==> src/rtl/vic_pkg.sv <==
package vic_pkg;
   typedef enum logic [1:0] {
      TRIG_HIGH = 2'b00,
      TRIG_RISE = 2'b01,
      TRIG_LOW  = 2'b10,
      TRIG_FALL = 2'b11
   } trig_e;

   localparam logic [7:0] MAP_MODE_BASE = 8'h00;
   localparam logic [7:0] MAP_VEC_BASE  = 8'h40;
   localparam logic [7:0] MAP_IVR       = 8'h80;
   localparam logic [7:0] MAP_SPU       = 8'h81;
   localparam logic [7:0] MAP_EN        = 8'h82;
   localparam logic [7:0] MAP_DIS       = 8'h83;
   localparam logic [7:0] MAP_CLR       = 8'h84;
   localparam logic [7:0] MAP_EOI       = 8'h85;
   localparam int unsigned MAP_SLOT_W   = 6;
endpackage

==> src/rtl/vic_src.sv <==
module vic_src
   import vic_pkg::*;
(
   input  logic  clk,
   input  logic  rst_n,
   input  logic  src_i,
   input  trig_e trig_i,
   input  logic  clr_i,
   input  logic  ack_i,
   output logic  pend_o
);
   logic prev_q;
   logic latch_q;
   logic is_edge;
   logic inv;
   logic edge_seen;

   assign is_edge   = trig_i[0];
   assign inv       = trig_i[1];
   assign edge_seen = inv ? (prev_q & ~src_i) : (src_i & ~prev_q);

   always_ff @(posedge clk or negedge rst_n) begin
      if (!rst_n) begin
         prev_q  <= 1'b0;
         latch_q <= 1'b0;
      end else begin
         prev_q <= src_i;
         if (!is_edge) begin
            latch_q <= 1'b0;
         end else if (edge_seen) begin
            latch_q <= 1'b1;
         end else if (clr_i || ack_i) begin
            latch_q <= 1'b0;
         end
      end
   end

   assign pend_o = is_edge ? latch_q : (src_i ^ inv);

   // a clear or acknowledge with no fresh edge empties the latch
   p_edge_clear_r6: assert property (@(posedge clk) disable iff (!rst_n)
      ((clr_i || ack_i) && !(is_edge && edge_seen)) |=> !latch_q);
endmodule

==> src/rtl/vic_arbiter.sv <==
module vic_arbiter #(
   parameter int unsigned NUM_SRC = 32,
   parameter int unsigned PRIO_W  = 3,
   localparam int unsigned IDX_W  = $clog2(NUM_SRC)
) (
   input  logic [NUM_SRC-1:0]             cand_i,
   input  logic [NUM_SRC-1:0][PRIO_W-1:0] prio_i,
   output logic                           valid_o,
   output logic [IDX_W-1:0]               idx_o,
   output logic [PRIO_W-1:0]              prio_o
);
   always_comb begin
      valid_o = 1'b0;
      idx_o   = '0;
      prio_o  = '0;
      for (int i = NUM_SRC - 1; i >= 0; i--) begin
         if (cand_i[i] && (!valid_o || prio_i[i] >= prio_o)) begin
            valid_o = 1'b1;
            idx_o   = IDX_W'(i);
            prio_o  = prio_i[i];
         end
      end
   end
endmodule

==> src/rtl/vic_nest_stack.sv <==
module vic_nest_stack #(
   parameter int unsigned DEPTH  = 8,
   parameter int unsigned PRIO_W = 3,
   localparam int unsigned CNT_W = $clog2(DEPTH + 1),
   localparam int unsigned PTR_W = $clog2(DEPTH)
) (
   input  logic              clk,
   input  logic              rst_n,
   input  logic              push_i,
   input  logic [PRIO_W-1:0] push_lvl_i,
   input  logic              pop_i,
   output logic [PRIO_W:0]   thr_o,
   output logic [CNT_W-1:0]  cnt_o
);
   logic [PRIO_W-1:0] stk_q [DEPTH];
   logic [CNT_W-1:0]  cnt_q;
   logic [PTR_W-1:0]  top_ptr;
   logic [PTR_W-1:0]  push_ptr;
   logic [PRIO_W-1:0] top_lvl;
   logic              empty;
   logic              full;

   assign empty    = (cnt_q == '0);
   assign full     = (cnt_q == CNT_W'(DEPTH));
   assign top_ptr  = PTR_W'(cnt_q - 1'b1);
   assign push_ptr = PTR_W'(cnt_q);
   assign top_lvl  = stk_q[top_ptr];

   always_ff @(posedge clk or negedge rst_n) begin
      if (!rst_n) begin
         cnt_q <= '0;
         for (int i = 0; i < DEPTH; i++) stk_q[i] <= '0;
      end else if (push_i && !full) begin
         stk_q[push_ptr] <= push_lvl_i;
         cnt_q           <= cnt_q + 1'b1;
      end else if (pop_i && !empty) begin
         cnt_q <= cnt_q - 1'b1;
      end
   end

   assign thr_o = empty ? '0 : ({1'b0, top_lvl} + 1'b1);
   assign cnt_o = cnt_q;

   // the stack never receives a push while full
   p_no_overflow_r10: assert property (@(posedge clk) disable iff (!rst_n)
      push_i |-> !full);
   // every push sits strictly above the current top
   p_push_above_top_r8: assert property (@(posedge clk) disable iff (!rst_n)
      (push_i && !empty) |-> (push_lvl_i > top_lvl));
endmodule

==> src/rtl/vec_irq_ctrl.sv <==
module vec_irq_ctrl
   import vic_pkg::*;
#(
   parameter int unsigned NUM_SRC    = 32,
   parameter int unsigned PRIO_W     = 3,
   parameter int unsigned NEST_DEPTH = 8,
   parameter int unsigned DATA_W     = 32,
   parameter int unsigned ADDR_W     = 8,
   parameter int unsigned FAST_SRC   = 0,
   parameter int unsigned EXT_FIRST  = 25
) (
   input  logic              clk,
   input  logic              rst_n,
   input  logic              reg_valid,
   input  logic              reg_write,
   input  logic [ADDR_W-1:0] reg_addr,
   input  logic [DATA_W-1:0] reg_wdata,
   output logic [DATA_W-1:0] reg_rdata,
   input  logic [NUM_SRC-1:0] src_in,
   output logic              irq_out
);
   localparam int unsigned IDX_W  = $clog2(NUM_SRC);
   localparam int unsigned CNT_W  = $clog2(NEST_DEPTH + 1);
   localparam int unsigned SLOT_W = MAP_SLOT_W;

   function automatic logic [NUM_SRC-1:0] trig_ok_mask();
      logic [NUM_SRC-1:0] m;
      for (int i = 0; i < NUM_SRC; i++)
         m[i] = (i == FAST_SRC) || (i >= EXT_FIRST);
      return m;
   endfunction
   localparam logic [NUM_SRC-1:0] TRIG_OK = trig_ok_mask();

   if (NUM_SRC < 2 || NUM_SRC > (1 << (SLOT_W - 1)) || NUM_SRC > DATA_W) begin : g_bad_num
      $error("vec_irq_ctrl: NUM_SRC out of range");
   end
   if (PRIO_W < 1 || PRIO_W > 4) begin : g_bad_prio
      $error("vec_irq_ctrl: PRIO_W must be 1..4");
   end
   if (NEST_DEPTH < (1 << PRIO_W)) begin : g_bad_depth
      $error("vec_irq_ctrl: NEST_DEPTH must cover every priority level");
   end
   if (ADDR_W != 8 || DATA_W < 8) begin : g_bad_bus
      $error("vec_irq_ctrl: ADDR_W must be 8 and DATA_W at least 8");
   end

   // ---- access decode ----
   logic wr, rd;
   logic mode_hit, vec_hit;
   logic [IDX_W-1:0] slot;
   assign wr   = reg_valid &  reg_write;
   assign rd   = reg_valid & ~reg_write;
   assign slot = reg_addr[IDX_W-1:0];
   assign mode_hit = (reg_addr[ADDR_W-1:SLOT_W] == MAP_MODE_BASE[ADDR_W-1:SLOT_W]) &&
                     (reg_addr[SLOT_W-1:0] < SLOT_W'(NUM_SRC));
   assign vec_hit  = (reg_addr[ADDR_W-1:SLOT_W] == MAP_VEC_BASE[ADDR_W-1:SLOT_W]) &&
                     (reg_addr[SLOT_W-1:0] < SLOT_W'(NUM_SRC));

   logic mode_wr, vec_wr, spu_wr, en_wr, dis_wr, clr_wr, eoi_wr, ivr_rd;
   assign mode_wr = wr && mode_hit;
   assign vec_wr  = wr && vec_hit;
   assign spu_wr  = wr && (reg_addr == MAP_SPU);
   assign en_wr   = wr && (reg_addr == MAP_EN);
   assign dis_wr  = wr && (reg_addr == MAP_DIS);
   assign clr_wr  = wr && (reg_addr == MAP_CLR);
   assign eoi_wr  = wr && (reg_addr == MAP_EOI);
   assign ivr_rd  = rd && (reg_addr == MAP_IVR);

   // ---- configuration state ----
   logic [NUM_SRC-1:0][PRIO_W-1:0] prio_q;
   logic [NUM_SRC-1:0][1:0]        trig_w;
   logic [DATA_W-1:0]              vec_q [NUM_SRC];
   logic [DATA_W-1:0]              spu_q;
   logic [NUM_SRC-1:0]             en_q;

   always_ff @(posedge clk or negedge rst_n) begin
      if (!rst_n) begin
         prio_q <= '0;
         spu_q  <= '0;
         en_q   <= '0;
         for (int i = 0; i < NUM_SRC; i++) vec_q[i] <= '0;
      end else begin
         if (mode_wr) prio_q[slot] <= reg_wdata[PRIO_W-1:0];
         if (vec_wr)  vec_q[slot]  <= reg_wdata;
         if (spu_wr)  spu_q        <= reg_wdata;
         if (en_wr)   en_q <= en_q | reg_wdata[NUM_SRC-1:0];
         else if (dis_wr) en_q <= en_q & ~reg_wdata[NUM_SRC-1:0];
      end
   end

   // ---- per-source trigger and pending ----
   logic [NUM_SRC-1:0] pend;
   logic [NUM_SRC-1:0] ack;
   logic [NUM_SRC-1:0] clr_vec;
   assign clr_vec = clr_wr ? reg_wdata[NUM_SRC-1:0] : '0;

   for (genvar g = 0; g < NUM_SRC; g++) begin : g_src
      if (TRIG_OK[g]) begin : g_prog
         logic [1:0] t_q;
         always_ff @(posedge clk or negedge rst_n) begin
            if (!rst_n) t_q <= TRIG_HIGH;
            else if (mode_wr && slot == IDX_W'(g)) t_q <= reg_wdata[5:4];
         end
         assign trig_w[g] = t_q;
      end else begin : g_fixed
         assign trig_w[g] = TRIG_HIGH;
      end

      vic_src u_src (
         .clk    (clk),
         .rst_n  (rst_n),
         .src_i  (src_in[g]),
         .trig_i (trig_e'(trig_w[g])),
         .clr_i  (clr_vec[g]),
         .ack_i  (ack[g]),
         .pend_o (pend[g])
      );
   end

   // ---- selection ----
   logic              sel_valid;
   logic [IDX_W-1:0]  sel_idx;
   logic [PRIO_W-1:0] sel_prio;
   logic [PRIO_W:0]   thr;
   logic [CNT_W-1:0]  lvl_cnt;
   logic              qualify;
   logic              take;

   vic_arbiter #(.NUM_SRC(NUM_SRC), .PRIO_W(PRIO_W)) u_arb (
      .cand_i  (pend & en_q),
      .prio_i  (prio_q),
      .valid_o (sel_valid),
      .idx_o   (sel_idx),
      .prio_o  (sel_prio)
   );

   assign qualify = sel_valid && ({1'b0, sel_prio} >= thr);
   assign take    = ivr_rd && qualify;
   assign irq_out = qualify;

   always_comb begin
      ack = '0;
      ack[sel_idx] = take;
   end

   vic_nest_stack #(.DEPTH(NEST_DEPTH), .PRIO_W(PRIO_W)) u_stack (
      .clk        (clk),
      .rst_n      (rst_n),
      .push_i     (take),
      .push_lvl_i (sel_prio),
      .pop_i      (eoi_wr),
      .thr_o      (thr),
      .cnt_o      (lvl_cnt)
   );

   // ---- read path ----
   logic [DATA_W-1:0] mode_word;
   logic [DATA_W-1:0] rd_val;
   always_comb begin
      mode_word = '0;
      mode_word[PRIO_W-1:0] = prio_q[slot];
      mode_word[5:4]        = trig_w[slot];
      rd_val = '0;
      if (mode_hit)               rd_val = mode_word;
      else if (vec_hit)           rd_val = vec_q[slot];
      else if (reg_addr == MAP_SPU) rd_val = spu_q;
      else if (reg_addr == MAP_IVR) rd_val = qualify ? vec_q[sel_idx] : spu_q;
   end

   always_ff @(posedge clk or negedge rst_n) begin
      if (!rst_n)  reg_rdata <= '0;
      else if (rd) reg_rdata <= rd_val;
   end

   // a vector read with the request high adds one level
   p_push_on_take_r10: assert property (@(posedge clk) disable iff (!rst_n)
      (ivr_rd && irq_out) |=> (lvl_cnt == CNT_W'($past(lvl_cnt) + 1'b1)));
   // a vector read with the request low gives the spurious vector, stack held
   p_spurious_r9: assert property (@(posedge clk) disable iff (!rst_n)
      (ivr_rd && !irq_out) |=> ((reg_rdata == $past(spu_q)) && $stable(lvl_cnt)));
   // end-of-interrupt on a non-empty stack drops one level
   p_eoi_pop_r10: assert property (@(posedge clk) disable iff (!rst_n)
      (eoi_wr && lvl_cnt != '0) |=> (lvl_cnt == CNT_W'($past(lvl_cnt) - 1'b1)));
endmodule

==> config.mk <==
export PLATFORM = sky130hd
export DESIGN_NAME = vec_irq_ctrl
export DESIGN_NICKNAME = d
export VERILOG_FILES = /design/src/rtl/vic_pkg.sv /design/src/rtl/vic_src.sv /design/src/rtl/vic_arbiter.sv /design/src/rtl/vic_nest_stack.sv /design/src/rtl/vec_irq_ctrl.sv
export SDC_FILE = /design/constraint.sdc
export NUM_CORES = 2
export LEC_CHECK = 0
export ABC_AREA = 1
export BUFFER_PORTS_ARGS = -buffer_cell sky130_fd_sc_hd__buf_2
export CORE_ASPECT_RATIO = 1.75
export CORE_MARGIN = 1
export CORE_UTILIZATION = 41
export CTS_CLUSTER_SIZE = 30
export DETAILED_ROUTE_END_ITERATION = 8
export HOLD_SLACK_MARGIN = 0.1
export PLACE_DENSITY = 0.54
export SYNTH_ARGS = -nofsm -noshare
export SYNTH_HDL_FRONTEND = slang
export SYNTH_SLANG_ARGS = --single-unit
==> constraint.sdc <==
create_clock -name clk -period 57.6 [get_ports clk]
set_clock_uncertainty 0.05 [all_clocks]
set_input_delay 11.52 -clock clk [delete_from_list [all_inputs] [get_ports clk]]
set_output_delay 11.52 -clock clk [all_outputs]
set_load 0.005 [all_outputs]
### Word level (Yosys, flattened, before mapping)

Index checks and enable logic that the tools add are counted.

* logic and storage cells: 526
* bits in registers: 1276
* output and inout bits: 33

* add/subtract/negate cells: 3
* order comparisons: 43
* bitwise operators: 52
* reductions and logical operators: 134
* eq/ne operators: 23
* multiplexer cells: 171

Operator list (number)
* bitwise mux 1024 bit: 1
* two-way mux 32 bit: 13
* binary-select mux 32 bit (select 5 bit): 2
* demux 32 bit (select 5 bit): 1
* two-way mux 5 bit: 32
* two-way mux 3 bit: 37
* AND 32 bit: 3
* bitwise mux 96 bit: 1
* greater-or-equal comparator 3 bit: 31
* two-way mux 1 bit: 73
* logical AND 1 bit: 57
* == test 8 bit, second input constant: 6
* logical OR 1 bit: 39
* == test 5 bit, second input constant: 7
* zero test 1 bit: 33
* inverter 32 bit: 1
* OR 32 bit: 1
* bitwise mux 24 bit: 1
* != test 3 x 1 -> 1 bit, second input constant: 8
* AND 1 bit: 18
* inverter 1 bit: 17
* binary-select mux 3 bit (select 5 bit): 1
* demux 3 bit (select 5 bit): 1
* greater-or-equal comparator 6 bit, second input constant: 2
* 25 further kinds: 40

### Logic depth before layout (Yosys ltp)

* depth after elaboration: 137
* gate-level depth with buffers: 336
* depth with buffers taken out: 333

### Modules after synthesis

From an unflattened synthesis, not the netlist that was laid out.

* cell total of the unflattened synthesis: 11364
* area, all modules: 75920.3 µm²

Modules (own cells, without submodules)
* vec_irq_ctrl: cells an instance 9958, times used 1, area an instance 66711.5 µm²
* vic_arbiter: cells an instance 759, times used 1, area an instance 4234.1 µm²
* vic_src: cells an instance 14, times used 32, area an instance 107.6 µm²
* vic_nest_stack: cells an instance 199, times used 1, area an instance 1531.5 µm²

### Least setup slack after synthesis

Ideal clock, no wire load.

* kind: input to output
* start: input src_in[31]
* end: output irq_out
* setup slack: 4414 ps
* stages on the path: 320
* arrival time: 41616 ps
* path buffers: 5
* path through: inv_1 -> nand2_1 -> nand2_1 -> nand2_1 -> nand2_1 -> nand2_2 -> inv_1 -> nand2_1 -> ha_1 -> and3_1 -> nor2_1 -> nand3_1 -> nand2_1 -> nand2_1 -> o21ai_0 -> ha_1 -> o21ai_0 -> nand2_1 -> (+284 left out) -> nand2_1 -> nand2_1 -> nand2_2 -> buf_8 -> buf_4 -> buf_6 -> buf_8 -> nand2_1 -> o21ai_1 -> inv_1 -> ha_1 -> o21ai_0 -> nand2_1 -> a21oi_1 -> a41oi_1 -> nand2_1 -> clkinv_1 -> buf_4

* word-level cells in the longest chain between the ends: 130

Ends and longest elaborated chain
* start, declared: line vec_irq_ctrl.sv:19 `input logic [NUM_SRC-1:0] src_in,`
* XOR 1 bit *: line vic_src.sv:38 `assign pend_o = is_edge ? latch_q : (src_i ^ inv);`
* two-way mux 1 bit *: line vic_src.sv:38
* AND 32 bit *: line vec_irq_ctrl.sv:130 `.cand_i (pend & en_q),`
* two-way mux 3 bit or two-way mux 1 bit (tied branches): line vic_arbiter.sv:17 `if (cand_i[i] && (!valid_o || prio_i[i] >= prio_o)) begin`
* greater-or-equal comparator 3 bit or zero test 1 bit (tied branches): line vic_arbiter.sv:17
* logical OR 1 bit: line vic_arbiter.sv:17
* logical AND 1 bit: line vic_arbiter.sv:17
* two-way mux 3 bit or two-way mux 1 bit (tied branches): line vic_arbiter.sv:17
* (+115 left out)
* two-way mux 3 bit or two-way mux 1 bit (tied branches): line vic_arbiter.sv:17
* greater-or-equal comparator 3 bit or zero test 1 bit (tied branches): line vic_arbiter.sv:17
* logical OR 1 bit: line vic_arbiter.sv:17
* logical AND 1 bit: line vic_arbiter.sv:17
* two-way mux 3 bit *: line vic_arbiter.sv:17
* via sel_prio[1]: line vec_irq_ctrl.sv:123 `logic [PRIO_W-1:0] sel_prio;`
* greater-or-equal comparator 3 x 4 -> 1 bit *: line vec_irq_ctrl.sv:137 `assign qualify = sel_valid && ({1'b0, sel_prio} >= thr);`
* logical AND 1 bit *: line vec_irq_ctrl.sv:137
* end, declared: line vec_irq_ctrl.sv:20 `output logic irq_out`

Mark *: on every way through the listed nets, which the timed path passes. The rest lies on a longest branch.

### Worst setup path after layout

* start: input src_in[31]
* end: output irq_out

* word-level cells in the longest chain between the ends: 130

Ends and longest elaborated chain (line)
* XOR 1 bit *: vic_src.sv:38
* two-way mux 1 bit *: vic_src.sv:38
* AND 32 bit *: vec_irq_ctrl.sv:130
* two-way mux 3 bit or two-way mux 1 bit (tied branches): vic_arbiter.sv:17
* greater-or-equal comparator 3 bit or zero test 1 bit (tied branches): vic_arbiter.sv:17
* logical OR 1 bit: vic_arbiter.sv:17
* logical AND 1 bit: vic_arbiter.sv:17
* two-way mux 3 bit or two-way mux 1 bit (tied branches): vic_arbiter.sv:17
* (+114 left out)
* logical AND 1 bit: vic_arbiter.sv:17
* two-way mux 3 bit or two-way mux 1 bit (tied branches): vic_arbiter.sv:17
* greater-or-equal comparator 3 bit or zero test 1 bit (tied branches): vic_arbiter.sv:17
* logical OR 1 bit: vic_arbiter.sv:17
* logical AND 1 bit: vic_arbiter.sv:17
* two-way mux 3 bit: vic_arbiter.sv:17
* greater-or-equal comparator 3 x 4 -> 1 bit: vec_irq_ctrl.sv:137
* logical AND 1 bit *: vec_irq_ctrl.sv:137

Every way passes the cells marked *; elsewhere a longest branch is shown, timed or not.

==> run metrics <==
Gate power share=0.217; crit path DAT=42.55 ns; syn nets=9957; grt peak-use layer=met2; worst-margin pin slew=1.42 ns; Critical Path Sink=irq_out; initial antenna violation count=16; Clock Path Buffers=4; dpl hpwl=179000 µm; vias in the first global route=67900; RD Place Congestion=0.894; Num CTS Buffers=140; worst skew pair latency=0.82 ns; Ports=109; slowest CP cell=ha_1; Congestion Overflow GR=0; crit path max fanout=9; Residual DRC=0; register bit total from synthesis=1276; final number of hold-violating endpoints=0; total iterations of the first detailed-routing run=6; clk slew on worst S/H paths=0.06 ns; final cycle utilization of the critical path=0.940; Routed WL per cell=27.3 µm; Startpoint Class=input port; routed via count=71300; first-pass GRT wire length=469000 µm; R2R Path End=reg_rdata[3]; syn_area_per_cell=7.33 µm²; routed wire length=324000 µm; # setup viols final=0; IO buf count=108; H-tree Lvls=4; worst hold path cell count=2; leakage power=37.5 nW; Slew headroom=0.0553; row count=203; max cap viols=0; fin. max-slew vios=0; flop-to-flop setup slack=22.63 ns; Net Sw Frac=0.332; register area share after synthesis=0.444; Core Area=174000 µm²; largest net degree at the start of global routing=164; final core utilization=0.447; number of flops mapped to enable cells by yosys=0; power share of the clock group=0.389; ys flop type=dfrtp_1; worst hold slack=0.430 ns; global routing usage on met2=0.598; Area Overhead vs Synth=8.50%; GRT Overall Usage=0.358; Worst R2R Start=g_src[31].g_prog.t_q[1]; Worst Hold Class=flip-flop to flip-flop; die area=177000 µm²; grt met1 use=0.418; Starting Density=0.412; Critical Path RT=46.03 ns; CP peak stage delay=0.30 ns; DRT antenna net count=0; fin nets=9644; fmax=0.0185 GHz; CP most frequent cell=nand2_1; CP startpoint=src_in[31]; Setup WS post-layout=3.48 ns; pre-CTS setup slack=-0.158 ns; WS Path Type=input port to output port; Crit. End Element=output port; Ys Warns=0; Overall Power=2.39 mW; Async SR Flop Fraction=1.00; initial drt markers=8434; Yosys cell types=57; Final Critical Period=54.12 ns; Sink Count=1276; die height=556 µm; Power Dens Cells=30.6 nW/µm²; Pint=1.60 mW; die width=319 µm; Worst VDD drop=23.5 µV; CTS tree=built; status=finished clean; DR vias/cell=6.02; M3 GR Usage=0.0566; Mapped Area=71900 µm²; Flop pwr share=0.394; FF-to-FF path depth=322; share of cells above drive strength 1=0.0767; clock root buffer=clkbuf_16; Sw Pwr=0.794 mW; Post-Syn Instances=9808
## stage by stage
stage / instance area (µm²) / instances / TNS, ns
3_3_place_gp: 73100 / 11600 / -0.132
6_report: 78000 / 11900 / 0
5_1_grt: 78000 / 11800 / -0.0770
3_5_place_dp: 73100 / 11600 / -0.158
4_1_cts: 77600 / 11800 / 0
2_1_floorplan: 71900 / 9808 / 0
## power groups by stage
stage | Sequential [mW] | Clock (mW) | Combinational [mW]
5_1_grt | 0.944 | 0.970 | 0.557
3_5_place_dp | 0.957 | 0 | 0.500
2_1_floorplan | 0.952 | 0 | 0.327
4_1_cts | 0.941 | 0.940 | 0.504
6_report | 0.942 | 0.930 | 0.519
3_3_place_gp | 0.957 | 0 | 0.498
## area by class of cell
cell class,instances,area (µm²)
clock buffer,208,4190
clock inverter,25,338
sequential,1276,31900
multi-input combinational,6812,33100
tap,2255,2820
inverter,984,3730
timing repair buffer,281,1940
fill,17700,96500
antenna,9,22.5
## registers in the layout, summed over array words and instances, names as in the netlist, named ones only
signal / count
reg_rdata: 32
g_src.g_prog.t_q: 16
vec_q: 1024
g_src.u_src.latch_q: 8
spu_q: 32
g_src.u_src.prev_q: 8
u_stack.cnt_o: 4
u_stack.stk_q: 24
prio_q: 96
## cells by family after synthesis
kind of cell / count (synthesis) / share of synthesized area
buf+inv: 1722 / 0.106
flops: 1276 / 0.444
simple gates: 4236 / 0.249
fa+ha+maj: 73 / 0.0127
xor+xnor: 4 / 0.000487
compound gates: 2497 / 0.188
## cells in the mapped netlist (67+ instances only)
cell / instances / area share
inv_1: 960 / 0.050
nand2_1: 2495 / 0.13
nand4_1: 285 / 0.025
o22ai_1: 482 / 0.042
nand3_1: 477 / 0.033
o21ai_0: 1712 / 0.12
dfrtp_1: 1276 / 0.44
nor2_1: 774 / 0.040
nand2_2: 91 / 0.0079
clkbuf_1: 488 / 0.025
ha_1: 73 / 0.013
buf_6: 67 / 0.010
a21oi_1: 112 / 0.0078
## layout by cell type (no fill, tap or decap), drive strengths merged
cell type and count:
nand2 2601, o21ai 1748, dfrtp 1276, inv 972, nor2 776, nand3 490, o22ai 482, nand4 285
buf 281, clkbuf 208, a21oi 112, ha 73, nand3b 49, o21a 34, clkinv 27, a31oi 25
a22oi 25, o311ai 21, a221oi 13, or2 13, o211ai 11, diode 9, and3 8, bufinv 8
nor4 7, o221ai 7, nor3 6, o31ai 5, a41oi 5, o21bai 3, o2111ai 3, xor2 3
and2 2, clkinvlp 2, xnor2 1, a21o 1, o2111a 1, or3 1, o41ai 1
## layer usage
metal | wire, µm | share of wire | vias up
met4 | 26100 | 0.080 | 4
li1 | - | - | 31800
met3 | 26500 | 0.082 | 1086
met2 | 153000 | 0.47 | 3896
met5 | 21 | 0.000065 | -
met1 | 118000 | 0.37 | 34500
## worst max-delay path, delay by kind of cell
| family | cells | cell delay (ns) |
|---|---|---|
| and+or+nand+nor | 162 | 12.36 |
| adders and majority gates | 32 | 8.07 |
| AOI/OAI and AO/OA | 65 | 6.78 |
| buffers and inverters | 58 | 3.63 |
## worst min-delay path by stage
stage,start,end
2_1_floorplan,u_stack.stk_q[8],u_stack.stk_q[8]
3_3_place_gp,reg_rdata[8],reg_rdata[8]
3_5_place_dp,reg_rdata[3],reg_rdata[3]
4_1_cts,reg_rdata[31],reg_rdata[31]
5_1_grt,reg_rdata[3],reg_rdata[3]
6_report,reg_rdata[8],reg_rdata[8]
## repair_timing
action / CTS / global route
setup endpoints to repair: 1 / 1
pin swaps: 1 / 25
hold buffers: 0 / 0
gates resized for setup: 7 / 100
cloned: 2 / 0
buffers inserted: 0 / 16
(Power assumes the default switching activity.)
